--- src/rtl/rrc_pkg.sv ---
package rrc_pkg;
  localparam int unsigned ADDR_W   = 4;
  localparam int unsigned NUM_REGS = 11;
  localparam int unsigned NUM_FW   = 2;

  typedef enum logic [ADDR_W-1:0] {
    A_OPCTL    = 4'd0,
    A_OPIEN    = 4'd1,
    A_OPLIST   = 4'd2,
    A_STRUCT   = 4'd3,
    A_CFGCMD   = 4'd4,
    A_PWR      = 4'd5,
    A_CFGLAT   = 4'd6,
    A_COREMISC = 4'd7,
    A_COREFW   = 4'd8,
    A_WAKESTAT = 4'd9,
    A_WAKEEN   = 4'd10
  } reg_addr_e;

  localparam logic [1:0] PS_D0    = 2'b00;
  localparam logic [1:0] PS_D3HOT = 2'b11;
  localparam int unsigned SRST_POS = 0;
endpackage

--- src/rtl/rrc_decode.sv ---
module rrc_decode #(
  parameter int unsigned ADDR_W   = 4,
  parameter int unsigned NUM_REGS = 11
) (
  input  logic              wr_en,
  input  logic [ADDR_W-1:0] addr,
  output logic [NUM_REGS-1:0] wr_hit
);
  for (genvar i = 0; i < NUM_REGS; i++) begin : g_hit
    assign wr_hit[i] = wr_en && (addr == ADDR_W'(i));
  end
endmodule

--- src/rtl/rrc_fw_reg.sv ---
module rrc_fw_reg #(
  parameter int unsigned W = 32,
  parameter logic [W-1:0] RST_VAL = '0
) (
  input  logic         clk,
  input  logic         rst_n,
  input  logic         wr,
  input  logic [W-1:0] wdata,
  output logic [W-1:0] q,
  output logic         locked
);
  always_ff @(posedge clk or negedge rst_n) begin
    if (!rst_n) begin
      q      <= RST_VAL;
      locked <= 1'b0;
    end else if (wr && !locked) begin
      q      <= wdata;
      locked <= 1'b1;
    end
  end
endmodule

--- src/rtl/rrc_srst_seq.sv ---
module rrc_srst_seq (
  input  logic clk,
  input  logic rst_n,
  input  logic start,
  output logic srst_bit,
  output logic op_clear
);
  logic done;

  always_ff @(posedge clk or negedge rst_n) begin
    if (!rst_n) begin
      srst_bit <= 1'b0;
      done     <= 1'b0;
    end else if (srst_bit) begin
      if (done) begin
        srst_bit <= 1'b0;
        done     <= 1'b0;
      end else begin
        done <= 1'b1;
      end
    end else if (start) begin
      srst_bit <= 1'b1;
    end
  end

  assign op_clear = srst_bit && !done;
endmodule

--- src/rtl/rrc_pm_watch.sv ---
module rrc_pm_watch
  import rrc_pkg::*;
(
  input  logic       clk,
  input  logic       rst_n,
  input  logic       wr,
  input  logic [1:0] wr_state,
  output logic [1:0] state,
  output logic       d3_exit
);
  always_ff @(posedge clk or negedge rst_n) begin
    if (!rst_n) begin
      state   <= PS_D0;
      d3_exit <= 1'b0;
    end else begin
      d3_exit <= wr && (state == PS_D3HOT) && (wr_state == PS_D0);
      if (wr) state <= wr_state;
    end
  end
endmodule

--- src/rtl/rrc_susp_well.sv ---
module rrc_susp_well #(
  parameter int unsigned WAKE_W = 8
) (
  input  logic              clk,
  input  logic              susp_rst_n,
  input  logic [WAKE_W-1:0] wake_in,
  input  logic              stat_wr,
  input  logic              en_wr,
  input  logic [WAKE_W-1:0] wdata,
  output logic [WAKE_W-1:0] stat,
  output logic [WAKE_W-1:0] en
);
  logic [WAKE_W-1:0] clr_mask;
  assign clr_mask = stat_wr ? wdata : '0;

  always_ff @(posedge clk or negedge susp_rst_n) begin
    if (!susp_rst_n) begin
      stat <= '0;
      en   <= '0;
    end else begin
      stat <= (stat & ~clr_mask) | wake_in;
      if (en_wr) en <= wdata;
    end
  end
endmodule

--- src/rtl/rrc_reset_bank.sv ---
module rrc_reset_bank
  import rrc_pkg::*;
#(
  parameter int unsigned DATA_W = 32,
  parameter int unsigned WAKE_W = 8
) (
  input  logic              clk,
  input  logic              rst_n,
  input  logic              susp_rst_n,
  input  logic              req_valid,
  output logic              req_ready,
  input  logic              req_write,
  input  logic [ADDR_W-1:0] req_addr,
  input  logic [DATA_W-1:0] req_wdata,
  output logic              rsp_valid,
  input  logic              rsp_ready,
  output logic [DATA_W-1:0] rsp_data,
  input  logic [WAKE_W-1:0] wake_in
);
  localparam int unsigned FW_ADDR [NUM_FW] = '{A_STRUCT, A_COREFW};

  logic                accept;
  logic [NUM_REGS-1:0] wr_hit;
  logic                srst_bit, op_clear;
  logic [DATA_W-1:1]   op_ctl_hi;
  logic [DATA_W-1:0]   op_ien, op_list;
  logic [DATA_W-1:0]   cfg_cmd, cfg_lat, core_misc;
  logic [1:0]          pwr_state;
  logic                pm_evt;
  logic [DATA_W-1:0]   fw_q [NUM_FW];
  logic [NUM_FW-1:0]   fw_locked;
  logic [DATA_W-1:0]   struct_q, corefw_q;
  logic [WAKE_W-1:0]   wake_stat, wake_en;
  logic [DATA_W-1:0]   rd_mux;

  assign req_ready = !rsp_valid;
  assign accept    = req_valid && req_ready;

  rrc_decode #(.ADDR_W(ADDR_W), .NUM_REGS(NUM_REGS)) u_dec (
    .wr_en (accept && req_write),
    .addr  (req_addr),
    .wr_hit(wr_hit)
  );

  // software reset sequencing: operational class only
  rrc_srst_seq u_srst (
    .clk     (clk),
    .rst_n   (rst_n),
    .start   (wr_hit[A_OPCTL] && req_wdata[SRST_POS]),
    .srst_bit(srst_bit),
    .op_clear(op_clear)
  );

  always_ff @(posedge clk or negedge rst_n) begin
    if (!rst_n) begin
      op_ctl_hi <= '0;
      op_ien    <= '0;
      op_list   <= '0;
    end else if (op_clear) begin
      op_ctl_hi <= '0;
      op_ien    <= '0;
      op_list   <= '0;
    end else if (!srst_bit) begin
      if (wr_hit[A_OPCTL])  op_ctl_hi <= req_wdata[DATA_W-1:1];
      if (wr_hit[A_OPIEN])  op_ien    <= req_wdata;
      if (wr_hit[A_OPLIST]) op_list   <= req_wdata;
    end
  end

  // configuration class: hardware reset only
  always_ff @(posedge clk or negedge rst_n) begin
    if (!rst_n) begin
      cfg_cmd <= '0;
      cfg_lat <= '0;
    end else begin
      if (wr_hit[A_CFGCMD]) cfg_cmd <= req_wdata;
      if (wr_hit[A_CFGLAT]) cfg_lat <= req_wdata;
    end
  end

  rrc_pm_watch u_pm (
    .clk     (clk),
    .rst_n   (rst_n),
    .wr      (wr_hit[A_PWR]),
    .wr_state(req_wdata[1:0]),
    .state   (pwr_state),
    .d3_exit (pm_evt)
  );

  // core well: hardware reset and power-state exit; clear wins over a write
  always_ff @(posedge clk or negedge rst_n) begin
    if (!rst_n)                  core_misc <= '0;
    else if (pm_evt)             core_misc <= '0;
    else if (wr_hit[A_COREMISC]) core_misc <= req_wdata;
  end

  // firmware-programmed registers, one lock each
  for (genvar k = 0; k < NUM_FW; k++) begin : g_fw
    rrc_fw_reg #(.W(DATA_W), .RST_VAL('0)) u_fw (
      .clk   (clk),
      .rst_n (rst_n),
      .wr    (wr_hit[FW_ADDR[k]]),
      .wdata (req_wdata),
      .q     (fw_q[k]),
      .locked(fw_locked[k])
    );
  end
  assign struct_q = fw_q[0];
  assign corefw_q = fw_q[1];

  rrc_susp_well #(.WAKE_W(WAKE_W)) u_susp (
    .clk       (clk),
    .susp_rst_n(susp_rst_n),
    .wake_in   (wake_in),
    .stat_wr   (wr_hit[A_WAKESTAT]),
    .en_wr     (wr_hit[A_WAKEEN]),
    .wdata     (req_wdata[WAKE_W-1:0]),
    .stat      (wake_stat),
    .en        (wake_en)
  );

  always_comb begin
    case (req_addr)
      A_OPCTL:    rd_mux = {op_ctl_hi, srst_bit};
      A_OPIEN:    rd_mux = op_ien;
      A_OPLIST:   rd_mux = op_list;
      A_STRUCT:   rd_mux = struct_q;
      A_CFGCMD:   rd_mux = cfg_cmd;
      A_PWR:      rd_mux = {{(DATA_W-2){1'b0}}, pwr_state};
      A_CFGLAT:   rd_mux = cfg_lat;
      A_COREMISC: rd_mux = core_misc;
      A_COREFW:   rd_mux = corefw_q;
      A_WAKESTAT: rd_mux = {{(DATA_W-WAKE_W){1'b0}}, wake_stat};
      A_WAKEEN:   rd_mux = {{(DATA_W-WAKE_W){1'b0}}, wake_en};
      default:    rd_mux = '0;
    endcase
  end

  always_ff @(posedge clk or negedge rst_n) begin
    if (!rst_n) begin
      rsp_valid <= 1'b0;
      rsp_data  <= '0;
    end else if (accept && !req_write) begin
      rsp_valid <= 1'b1;
      rsp_data  <= rd_mux;
    end else if (rsp_ready) begin
      rsp_valid <= 1'b0;
    end
  end
endmodule

--- config.mk ---
export PLATFORM = sky130hd
export DESIGN_NAME = rrc_reset_bank
export DESIGN_NICKNAME = d
export VERILOG_FILES = /design/src/rtl/rrc_pkg.sv /design/src/rtl/rrc_decode.sv /design/src/rtl/rrc_fw_reg.sv /design/src/rtl/rrc_srst_seq.sv /design/src/rtl/rrc_pm_watch.sv /design/src/rtl/rrc_susp_well.sv /design/src/rtl/rrc_reset_bank.sv
export SDC_FILE = /design/constraint.sdc
export NUM_CORES = 1
export LEC_CHECK = 0
export CAP_MARGIN = 20
export CORE_MARGIN = 5
export CORE_UTILIZATION = 50
export CTS_BUF_LIST = sky130_fd_sc_hd__clkbuf_2
export DETAILED_ROUTE_END_ITERATION = 8
export PLACE_DENSITY = 0.74
export SETUP_SLACK_MARGIN = 0.4
export SKIP_CTS_REPAIR_TIMING = 1
export SLEW_MARGIN = 25
export SYNTH_ARGS = -nofsm -noshare
export SYNTH_HDL_FRONTEND = slang
export SYNTH_SLANG_ARGS = --single-unit
--- constraint.sdc ---
create_clock -name clk -period 4.8 [get_ports clk]
set_input_delay 0.72 -clock clk [delete_from_list [all_inputs] [get_ports clk]]
set_output_delay 0.72 -clock clk [all_outputs]
set_load 0.1 [all_outputs]
==> key figures, run 1 <==
CTS
  – CTS Buf Count: 79
  – Clk sink count: 311
  – Buffer depth of the longest clock path: 3
  – Clock H-tree levels: 3
  – TritonCTS clock tree: built
  – Insertion delay to the later sink of the worst-skew pair: 0.86 ns
  – Buffer cell driving the clock tree root: sky130_fd_sc_hd__clkbuf_2
  – Reg clk slew, reported paths: 0.10 ns

Setup path
  – Crit path DAT: 2.49 ns
  – Path type of the worst setup path: reg2out
  – Critical path's slowest cell: sky130_fd_sc_hd__clkdlybuf4s50_1
  – Max incr delay on CP: 1.13 ns
  – Largest fanout on the critical path: 6
  – Buffers and inverters on the worst path: 2
  – Sort of element at the start of the critical path: flip-flop
  – Critical path endpoint category: output port
  – WP data required: 4.08 ns
  – Slack of the worst reg-to-reg path: 2.15 ns
  – Cell type group with the largest total delay on the critical path: buffers and inverters
  – List of cells traversed by the critical path: inv_1, clkdlybuf4s50_1

STA
  – Share of the cycle needed by the critical path after routing: 66.85%
  – Worst rel slew slack: 29.68%
  – Tmin final: 3.209 ns
  – Setup total negative slack: 0 ns
  – Number of endpoints with negative hold slack in the final report: 0
  – Final max-slew violation count: 0
  – Highest clock frequency the design can meet: 311.6 MHz
  – Unrepaired setup endpoints after global routing: false
  – Worst hold slack: 0.3306 ns
  – Smallest setup slack after layout: 1.591 ns
  – Post-route clock skew: 0.05481 ns
  – Slew @ Worst Pin: 1.055 ns
  – Final setup fails: 0

Detailed routing
  – Vias after detailed routing: 10210
  – Mean number of vias per cell: 6.126
  – Number of detailed-route iterations in the first pass: 7
  – Initial DRC count: 878
  – Routed Wire Length: 37.39 mm
  – Number of DRC violations after detailed routing: 0
  – Number of antenna-violating nets in the routed design: 0
  – Avg WL per Cell: 22.44 um

Power
  – Internal power component: 0.004245 W
  – Cell area power density: 406.7 nW/um^2
  – Worst VDD drop: 0.0002273 V
  – Part of the power in combinational logic: 18.8%
  – Pleak: 6.915 nW
  – Switching part of the total: 32.59%
  – Switch Pwr: 0.002053 W
  – Power share of the sequential group: 53.6%
  – Clock group share of total power: 27.5%

Global route
  – Initial antenna violation count: 2
  – Grt ovf: 0
  – GRT Resource Usage Total: 24.27%
  – Global-route wire length before repair: 59.46 mm
  – Number of global-route vias before repair: 10460
  – Largest net degree at the start of global routing: 130

Layout
  – Layout cells sized above 1: 23.13%
  – Post-layout instance count excluding filler cells: 1666
  – Nets: 1322
  – Final cell utilization of the core: 57.45%
  – Layout overhead on the synthesized area: 13.22%
  – Leading cell types in the layout, fill and taps excluded: 311 x sky130_fd_sc_hd__dfrtp_1, 208 x sky130_fd_sc_hd__nand2_1, 134 x sky130_fd_sc_hd__mux2_2
  – FILL cells: 2298
  – Most common library cell in the layout ignoring fill and taps: sky130_fd_sc_hd__dfrtp_1

Synthesis
  – Share of flip-flops with an asynchronous set or reset after synthesis: 100.0%
  – Cell type with the largest total area after synthesis: sky130_fd_sc_hd__dfrtp_1
  – Synth Area per Inst: 11.65 sq um
  – Distinct cell type count of the synthesized netlist: 53
  – Most used flip-flop cell after synthesis: sky130_fd_sc_hd__dfrtp_1
  – Area share of the largest cell type after synthesis: 56.91%
  – Post-Synth Adder-Cell Area: 0%
  – Post-Synthesis Net Count: 1224
  – Flop and latch count out of synthesis: 311
  – Simple-gate share of the synthesized area: 10.66%
  – Yosys warning total: 0
  – Post-synth EDFFs: 0
  – Share of synthesized area occupied by flip-flops and latches: 56.91%
  – Largest family of logic cells by synthesized area: compound AO/OA/AOI/OAI gates
  – XOR/XNOR share of the synthesized area: 0.06404%
  – Number of instances in the synthesized netlist: 1174
  – Area of the mapped netlist: 13680 sq um
  – Fraction of synthesized area in multiplexers: 13.51%
  – Top post-synthesis cells by area: sky130_fd_sc_hd__dfrtp_1 57%, sky130_fd_sc_hd__mux2_2 11%, sky130_fd_sc_hd__nand2_1 5.7%, sky130_fd_sc_hd__a22oi_1 5.4%, sky130_fd_sc_hd__a22o_1 3.9%
  – Complex-gate fraction of the synthesized area: 15.22%

Floorplanning
  – Core region area: 26950 sq um
  – Floorplan die height: 175.4 um
  – FP Rows: 60
  – Initial Util: 50.74%
  – Die area: 30760 sq um
  – I/O Pins: 84
  – Chip Width: 175.4 um

Placed design
  – Weighted congestion reported at the end of routability-driven placement: 0.8271
  – Instance count after placement with tap cells included: 1530
  – Count of buffers inserted at the top-level ports: 83
  – Post-Place Setup Slack: 1.164 ns
  – HPWL reported at the end of detailed placement: 21.81 mm

Outcome
  – Run status: finished, final reports clean

Hold path
  – Class of the worst hold path: in2async

Flow run
  – Count of maximum capacitance violations: 0
[path summary, 6_finish.rpt]
path                                        start                       endpoint  cells after the start
hold / removal                         susp_rst_n       u_susp.en[7]$_DFFE_PN0P_                      1
min in group clk                        rsp_ready          rsp_valid$_DFFE_PN0P_                      2
setup reg to reg            rsp_valid$_DFFE_PN0P_  g_fw[0].u_fw.q[2]$_DFFE_PN0P_                      5
setup / recovery            rsp_valid$_DFFE_PN0P_                      req_ready                      2
max in group asynchronous                   rst_n         op_ien[17]$_DFFE_PN0P_                      4
hold reg to reg            cfg_lat[7]$_DFFE_PN0P_         cfg_lat[7]$_DFFE_PN0P_                      1
[per-layer routing]
metal / vias to the layer above / routed length, um / share of wire, % / global-route usage, %
li1: 4489 / - / - / -
met1: 5216 / 16130 / 43 / 34.02
met2: 424 / 17960 / 48 / 38.94
met3: 77 / 2422 / 6.5 / 3.982
met4: 0 / 879 / 2.4 / 8.020
met5: - / 0 / 0 / 0
[sequential cells by signal, indices dropped and copies added, names as in the netlist]
register and count:
g_fw.u_fw.q 64, cfg_cmd 32, cfg_lat 32, core_misc 32, op_ien 32, op_list 32, rsp_data 32, op_ctl_hi 31
u_susp.en 8, u_susp.stat 8, g_fw.u_fw.locked 2, u_pm.state 2, rsp_valid 1, u_pm.d3_exit 1, u_srst.done 1, u_srst.srst_bit 1
[cells by family after synthesis]
logic type	after synthesis
AO/OA/AOI/OAI	299
buffers and inverters	102
flip-flops	311
XOR/XNOR	1
multiplexers	163
AND/OR/NAND/NOR	298
[synthesized netlist by cell type, types with 4 or more instances]
master and number:
sky130_fd_sc_hd__clkbuf_1 55, sky130_fd_sc_hd__buf_4 21, sky130_fd_sc_hd__mux2_1 9, sky130_fd_sc_hd__nand3b_1 5, sky130_fd_sc_hd__mux2i_1 17, sky130_fd_sc_hd__a22o_1 61, sky130_fd_sc_hd__nand2_1 208, sky130_fd_sc_hd__nor2b_1 10
sky130_fd_sc_hd__buf_2 23, sky130_fd_sc_hd__nand4_1 24, sky130_fd_sc_hd__nand3_1 4, sky130_fd_sc_hd__a22oi_1 99, sky130_fd_sc_hd__nor3_1 5, sky130_fd_sc_hd__a21oi_1 102, sky130_fd_sc_hd__mux2_2 134, sky130_fd_sc_hd__nor2_1 9
sky130_fd_sc_hd__a221oi_1 4, sky130_fd_sc_hd__a211oi_1 4, sky130_fd_sc_hd__a21o_1 11, sky130_fd_sc_hd__nor4b_4 4, sky130_fd_sc_hd__nand2b_1 5, sky130_fd_sc_hd__dfrtp_1 311
[worst reg2reg max path: cells and delay by family (launching register included)]
| family | cells | cell delay [ns] |
|---|---|---|
| simple gates | 3 | 1.40 |
| flops | 1 | 0.45 |
| mux | 1 | 0.36 |
| buf+inv | 1 | 0.33 |
[stage by stage]
step | instance area, sq um | total power (W)
floorplan | 13680 | 0.004204
global placement | 14770 | 0.004550
detailed placement | 14770 | 0.004606
CTS | 15440 | 0.006341
global route | 15480 | 0.006639
finish | 15480 | 0.006298
[power groups by stage]
stage | registers (W) | clock network [W] | logic (W)
global placement | 0.00340 | 0 | 0.00115
floorplan | 0.00360 | 0 | 0.000607
detailed placement | 0.00342 | 0 | 0.00118
global route | 0.00343 | 0.00193 | 0.00128
finish | 0.00338 | 0.00173 | 0.00118
CTS | 0.00337 | 0.00178 | 0.00119
[layout make-up]
class,instances,area [sq um],area share (%)
multi-input cells,761,5460,35.26
clock buffers,103,515.5,3.329
well taps,341,426.7,2.756
repair buffers,118,1136,7.337
inverters,1,3.754,0.02424
diodes,2,5.005,0.03232
flip-flops and latches,311,7782,50.26
clock inverters,29,153.9,0.9939
Note: power is estimated with default switching activity, not from simulation.
==> inputs of run 2 (changes only) <==
- PLACE_DENSITY: 0.74 -> 0.77
- clock period: 4.8 -> 2.7 ns (I/O delays scaled with it)
==> run 2 against run 1 <==
Effect of this change: clock-buffer cell count up 7; clock skew up 0.033 ns; hold slack got worse by 0.33 ns; setup slack worse by 0.93 ns; sequential power rose by 78%; largest cell class unchanged; critical endpoint unchanged; die area unchanged; design area is 1.3% higher.
==> key figures, run 2 (synthesis gave the netlist of run 1 again) <==
Global route
  – Global-route wire length before repair: 57.93 mm (-2.6%)
  – Initial antenna violation count: 1 (-1)
  – Largest net degree at the start of global routing: 90 (-31%)
  – GRT Resource Usage Total: 23.49% (-0.79 points)
  – Number of global-route vias before repair: 10650 (+1.8%)
  – Grt ovf: 0 (unchanged)

Floorplanning
  – I/O Pins: 84 (unchanged)
  – Die area: 30760 sq um (unchanged)
  – Floorplan die height: 175.4 um (unchanged)
  – Core region area: 26950 sq um (unchanged)
  – Chip Width: 175.4 um (unchanged)
  – FP Rows: 60 (unchanged)
  – Initial Util: 50.74% (unchanged)

Detailed routing
  – Avg WL per Cell: 21.51 um (-4.2%)
  – Number of antenna-violating nets in the routed design: 0 (unchanged)
  – Routed Wire Length: 36.03 mm (-3.7%)
  – Initial DRC count: 840 (-4.3%)
  – Number of detailed-route iterations in the first pass: 5 (-2)
  – Number of DRC violations after detailed routing: 0 (unchanged)
  – Vias after detailed routing: 10180 (-0.27%)
  – Mean number of vias per cell: 6.076 (-0.81%)

Setup path
  – Total stage count of the critical path: 2 (unchanged)
  – Crit path DAT: 1.63 ns (-0.86 ns)
  – WP data required: 2.30 ns (-1.78 ns)
  – Critical path endpoint category: output port
  – Sort of element at the start of the critical path: flip-flop
  – Cell type group with the largest total delay on the critical path: flip-flops
  – Buffers and inverters on the worst path: 2 (unchanged)
  – Critical path's slowest cell: sky130_fd_sc_hd__dfrtp_2
  – R2R depth: 5 (unchanged)
  – Largest fanout on the critical path: 6 (unchanged)
  – Path type of the worst setup path: reg2out
  – List of cells traversed by the critical path: inv_1, buf_4
  – Max incr delay on CP: 0.44 ns (-0.69 ns)

Layout
  – Register name with the most flops: g_fw.u_fw.q
  – Most common library cell in the layout ignoring fill and taps: sky130_fd_sc_hd__dfrtp_1
  – Max reg flops: 64 (unchanged)
  – Post-layout instance count excluding filler cells: 1675 (+0.54%)
  – Layout overhead on the synthesized area: 14.67%
  – Final instance area: 15680 sq um (+1.3%)
  – Leading cell types in the layout, fill and taps excluded: 310 x sky130_fd_sc_hd__dfrtp_1, 208 x sky130_fd_sc_hd__nand2_1, 134 x sky130_fd_sc_hd__mux2_2
  – Nets: 1339 (+1.3%)
  – Layout cells sized above 1: 27.16% (+4.0 points)

CTS
  – TritonCTS clock tree: built
  – CTS Buf Count: 79 (unchanged)
  – Buffer depth of the longest clock path: 3 (unchanged)
  – Reg clk slew, reported paths: 0.10 ns (about the same)
  – Insertion delay to the later sink of the worst-skew pair: 0.88 ns (+0.02 ns)
  – Clk sink count: 311 (unchanged)
  – Buffer cell driving the clock tree root: sky130_fd_sc_hd__clkbuf_2
  – Clock H-tree levels: 3 (unchanged)

Placed design
  – Instance count after placement with tap cells included: 1546 (+1.0%)
  – Post-Place Setup Slack: 0.2184 ns (-0.9460 ns)
  – Count of buffers inserted at the top-level ports: 83 (unchanged)
  – Area post-placement: 15000 sq um (+1.5%)
  – Weighted congestion reported at the end of routability-driven placement: 0.8104 (-2.0%)
  – HPWL reported at the end of detailed placement: 21.70 mm (-0.49%)

Power
  – Switching part of the total: 31.94% (-0.65 points)
  – Worst VDD drop: 0.0003734 V (+64%)
  – Pleak: 7.110 nW (+2.8%)
  – Clock group share of total power: 27.2% (-0.3 points)
  – Power share of the sequential group: 53.9% (+0.3 points)
  – Cell area power density: 710.4 nW/um^2 (+75%)
  – Internal power component: 0.007582 W (+79%)
  – Switch Pwr: 0.003558 W (+73%)
  – Part of the power in combinational logic: 18.9% (about the same)

STA
  – Smallest setup slack after layout: 0.6624 ns (-0.9288 ns)
  – Slew @ Worst Pin: 0.7419 ns (-0.3129 ns)
  – Number of endpoints with negative hold slack in the final report: 0 (unchanged)
  – Post-route clock skew: 0.08799 ns (+0.03318 ns)
  – Highest clock frequency the design can meet: 490.8 MHz
  – Tmin final: 2.038 ns
  – Final max-slew violation count: 0 (unchanged)
  – Unrepaired setup endpoints after global routing: false
  – Share of the cycle needed by the critical path after routing: 75.47%
  – Worst rel slew slack: 50.38% (+21 points)
  – Final setup fails: 0 (unchanged)
  – Setup total negative slack: 0 ns (unchanged)

Outcome
  – Run status: finished, final reports clean

Hold path
  – Class of the worst hold path: in2async

Flow run
  – Count of maximum capacitance violations: 0 (unchanged)
[run 2: metrics by stage]
step           power, W  utilization (%)  hold slack (ns)
4_1_cts         0.01124            58.07          -0.6310
5_1_grt         0.01174            58.19          0.02679
2_1_floorplan  0.007473                -           0.1094
6_report        0.01114            58.19         0.004873
3_5_place_dp   0.008193            55.65           0.3158
3_3_place_gp   0.008075            55.55           0.3152
[run 2: power by group through the flow]
stage	Clock, W	Combinational, W	Sequential [W]
finish	0.00303	0.00211	0.00600
floorplan	0	0.00108	0.00639
global placement	0	0.00204	0.00604
CTS	0.00313	0.00212	0.00599
global route	0.00336	0.00229	0.00609
detailed placement	0	0.00211	0.00608
[run 2: final timing paths]
kind	endpoint	start	slack, ns
max	req_ready	rsp_valid$_DFFE_PN0P_	0.66
min	u_susp.stat[1]$_DFF_PN0_	susp_rst_n	0.005
max reg2reg	cfg_lat[30]$_DFFE_PN0P_	rsp_valid$_DFFE_PN0P_	0.77
min reg2reg	g_fw[1].u_fw.q[2]$_DFFE_PN0P_	g_fw[1].u_fw.q[2]$_DFFE_PN0P_	0.49
max in group asynchronous	g_fw[1].u_fw.locked$_DFFE_PN0P_	rst_n	1.19
min in group clk	rsp_valid$_DFFE_PN0P_	rsp_ready	0.14
[run 2: cell type report]
| cell class | count | area, sq um |
|---|---|---|
| tap | 341 | 426.7 |
| timing repair buffer | 135 | 1346 |
| sequential | 311 | 7784 |
| clock inverter | 15 | 101.3 |
| clock buffer | 110 | 550.5 |
| inverter | 1 | 3.754 |
| fill | 2186 | 11270 |
| antenna | 1 | 2.502 |
| multi-input combinational | 761 | 5468 |
[run 2: worst reg2reg max path, delay by kind of cell (launching register included)]
| kind | cells | cell delay, ns |
|---|---|---|
| buffers and inverters | 2 | 0.41 |
| flip-flops | 1 | 0.44 |
| multiplexers | 1 | 0.36 |
| AND/OR/NAND/NOR | 2 | 0.58 |
[run 2: per-layer routing]
metal,track usage (%),wire length [um],up-vias
li1,-,-,4505
met3,4.176,2444,83
met2,38.09,17310,424
met1,31.69,15200,5166
met4,9.329,1071,0
met5,0,0,-
==> inputs of run 3 (changes only) <==
- clock period: 2.7 -> 1.65 ns (I/O delays scaled with it)
==> run 3 against run 2 <==
Effect of this change: combinational power up 110%; die area is the same; non-clock buffer count up 106; register-to-register slack worse by 1.1 ns; final cell count increased by 6.4%; utilization up 9.5 points; the flow now finishes with violations (hold timing, setup timing); wire length is 27% higher; critical path depth increased by 6.
==> key figures, run 3 (synthesis gave the netlist of run 1 again) <==
Placed design
  – Count of buffers inserted at the top-level ports: 83 (unchanged)
  – HPWL reported at the end of detailed placement: 23.94 mm (+10%)
  – Weighted congestion reported at the end of routability-driven placement: 0.8274 (+2.1%)

Setup path
  – Crit path DAT: 2.77 ns (+1.14 ns)
  – WP data required: 2.40 ns (+0.10 ns)
  – Path type of the worst setup path: reg2reg
  – Critical path endpoint category: flip-flop
  – Largest fanout on the critical path: 6 (unchanged)
  – R2R depth: 8 (+3)
  – Critical register-to-register path startpoint: rsp_valid$_DFFE_PN0P_
  – Critical R2R Capture: g_fw[0].u_fw.q[29]$_DFFE_PN0P_
  – Sort of element at the start of the critical path: flip-flop
  – Slack of the worst reg-to-reg path: -0.38 ns (-1.15 ns)

Detailed routing
  – Routed Wire Length: 45.59 mm (+27%)
  – Avg WL per Cell: 25.58 um (+19%)
  – Initial DRC count: 1290 (+54%)
  – Mean number of vias per cell: 6.360 (+4.7%)
  – Vias after detailed routing: 11330 (+11%)
  – Number of antenna-violating nets in the routed design: 0 (unchanged)
  – Number of detailed-route iterations in the first pass: 6 (+1)
  – Number of DRC violations after detailed routing: 0 (unchanged)

Hold path
  – Hold Crit Endpoint: g_fw[1].u_fw.locked$_DFFE_PN0P_
  – Hold Path Origin: req_addr[0]
  – WHS Path Cells: 4
  – Class of the worst hold path: in2reg

STA
  – Worst hold slack: -0.1527 ns (-0.1576 ns)
  – Slew @ Worst Pin: 0.5493 ns (-0.1926 ns)
  – Number of endpoints with negative hold slack in the final report: 3 (+3)
  – Share of the cycle needed by the critical path after routing: 123.0%
  – Final max-slew violation count: 0 (unchanged)
  – Unrepaired setup endpoints after global routing: true
  – Post-route clock skew: 0.09321 ns (+0.005222 ns)
  – Smallest setup slack after layout: -0.3790 ns (-1.041 ns)
  – Highest clock frequency the design can meet: 492.9 MHz
  – Worst rel slew slack: 63.27% (+13 points)
  – Setup total negative slack: -70.06 ns (-70.06 ns)
  – Final setup fails: 341 (+341)
  – Tmin final: 2.029 ns

Global route
  – Largest net degree at the start of global routing: 99 (+10%)
  – GRT Resource Usage Total: 25.40% (+1.9 points)
  – Initial antenna violation count: 1 (unchanged)
  – Grt ovf: 0 (unchanged)
  – Global-route wire length before repair: 62.18 mm (+7.3%)
  – Number of global-route vias before repair: 11190 (+5.0%)

CTS
  – TritonCTS clock tree: built
  – CTS Buf Count: 80 (+1.3%)
  – Buffer cell driving the clock tree root: sky130_fd_sc_hd__clkbuf_2
  – Insertion delay to the later sink of the worst-skew pair: 0.93 ns (+0.05 ns)
  – Reg clk slew, reported paths: 0.11 ns (about the same)
  – Clock H-tree levels: 3 (unchanged)
  – Buffer depth of the longest clock path: 3 (unchanged)
  – Clk sink count: 311 (unchanged)

Layout
  – Most common library cell in the layout ignoring fill and taps: sky130_fd_sc_hd__dfrtp_1
  – Final cell utilization of the core: 67.73% (+9.5 points)
  – Nets: 1446 (+8.0%)
  – Layout overhead on the synthesized area: 33.49%
  – Leading cell types in the layout, fill and taps excluded: 308 x sky130_fd_sc_hd__dfrtp_1, 195 x sky130_fd_sc_hd__nand2_1, 111 x sky130_fd_sc_hd__clkbuf_2
  – Layout cells sized above 1: 35.19% (+8.0 points)
  – Max reg flops: 64 (unchanged)
  – Register name with the most flops: g_fw.u_fw.q

Floorplanning
  – FP Rows: 60 (unchanged)
  – Initial Util: 50.74% (unchanged)
  – Chip Width: 175.4 um (unchanged)
  – I/O Pins: 84 (unchanged)
  – Die area: 30760 sq um (unchanged)
  – Floorplan die height: 175.4 um (unchanged)
  – Core region area: 26950 sq um (unchanged)

Outcome
  – Run status: complete, but fails checks
  – Failing checks: hold timing, setup timing

Power
  – Pleak: 8.200 nW (+15%)
  – Cell area power density: 1078 nW/um^2 (+52%)
  – Worst VDD drop: 0.0008430 V (+130%)

Flow run
  – Count of maximum capacitance violations: 0 (unchanged)
run 3: power by group:
| part | switching, W | internal [W] | leakage [nW] |
|---|---|---|---|
| clock | 0.00323 | 0.00194 | 0.499 |
| sequential | 0.000987 | 0.00903 | 4.08 |
| combinational | 0.00224 | 0.00225 | 3.62 |
| total | 0.00646 | 0.0132 | 8.20 |
run 3: worst max-delay path by stage:
stage,start,endpoint,slack (ns),cells past startpoint
CTS,rsp_valid$_DFFE_PN0P_,req_ready,-0.44,3
floorplan,rsp_valid$_DFFE_PN0P_,g_fw[0].u_fw.q[10]$_DFFE_PN0P_,-0.25,6
global placement,req_addr[3],op_ien[26]$_DFFE_PN0P_,-0.53,7
global route,rsp_valid$_DFFE_PN0P_,g_fw[1].u_fw.q[1]$_DFFE_PN0P_,-0.38,8
finish,rsp_valid$_DFFE_PN0P_,g_fw[0].u_fw.q[29]$_DFFE_PN0P_,-0.38,8
detailed placement,req_addr[3],op_ien[20]$_DFFE_PN0P_,-0.59,7
run 3: area by class of cell:
type	count	area [sq um]
fill	1818	8696
sequential	311	7789
multi-input combinational	761	5986
timing repair buffer	241	3392
clock buffer	111	555.5
tap	341	426.7
clock inverter	13	92.59
antenna	3	7.507
inverter	1	6.256
run 3: worst max-delay path, cell delays in order, from the launching register on:
cell	delay [ns]
sky130_fd_sc_hd__dfrtp_4	0.49
sky130_fd_sc_hd__buf_4	0.15
sky130_fd_sc_hd__and3b_2	0.25
sky130_fd_sc_hd__buf_12	0.13
sky130_fd_sc_hd__nand2_4	0.06
sky130_fd_sc_hd__nor2_4	0.14
sky130_fd_sc_hd__buf_6	0.18
sky130_fd_sc_hd__clkbuf_16	0.17
sky130_fd_sc_hd__mux2_2	0.33
run 3: stage by stage:
stage	total power [W]	std cells	setup WS (ns)	instance area (sq um)
after floorplan	0.01245	1174	-0.2490	14180
after global placement	0.01388	1592	-0.5349	16250
after detailed placement	0.01410	1592	-0.5856	16250
after CTS	0.01915	1716	-0.4416	16900
after global routing	0.02052	1780	-0.3813	18250
final	0.01968	1782	-0.3790	18260
run 3: routing by layer:
metal / up-vias / GRT usage [%] / routed length (um)
met1: 5672 / 33.44 / 17170
met5: - / 0 / 0
li1: 4727 / - / -
met2: 755 / 39.86 / 21390
met4: 0 / 11.03 / 2085
met3: 180 / 6.888 / 4945
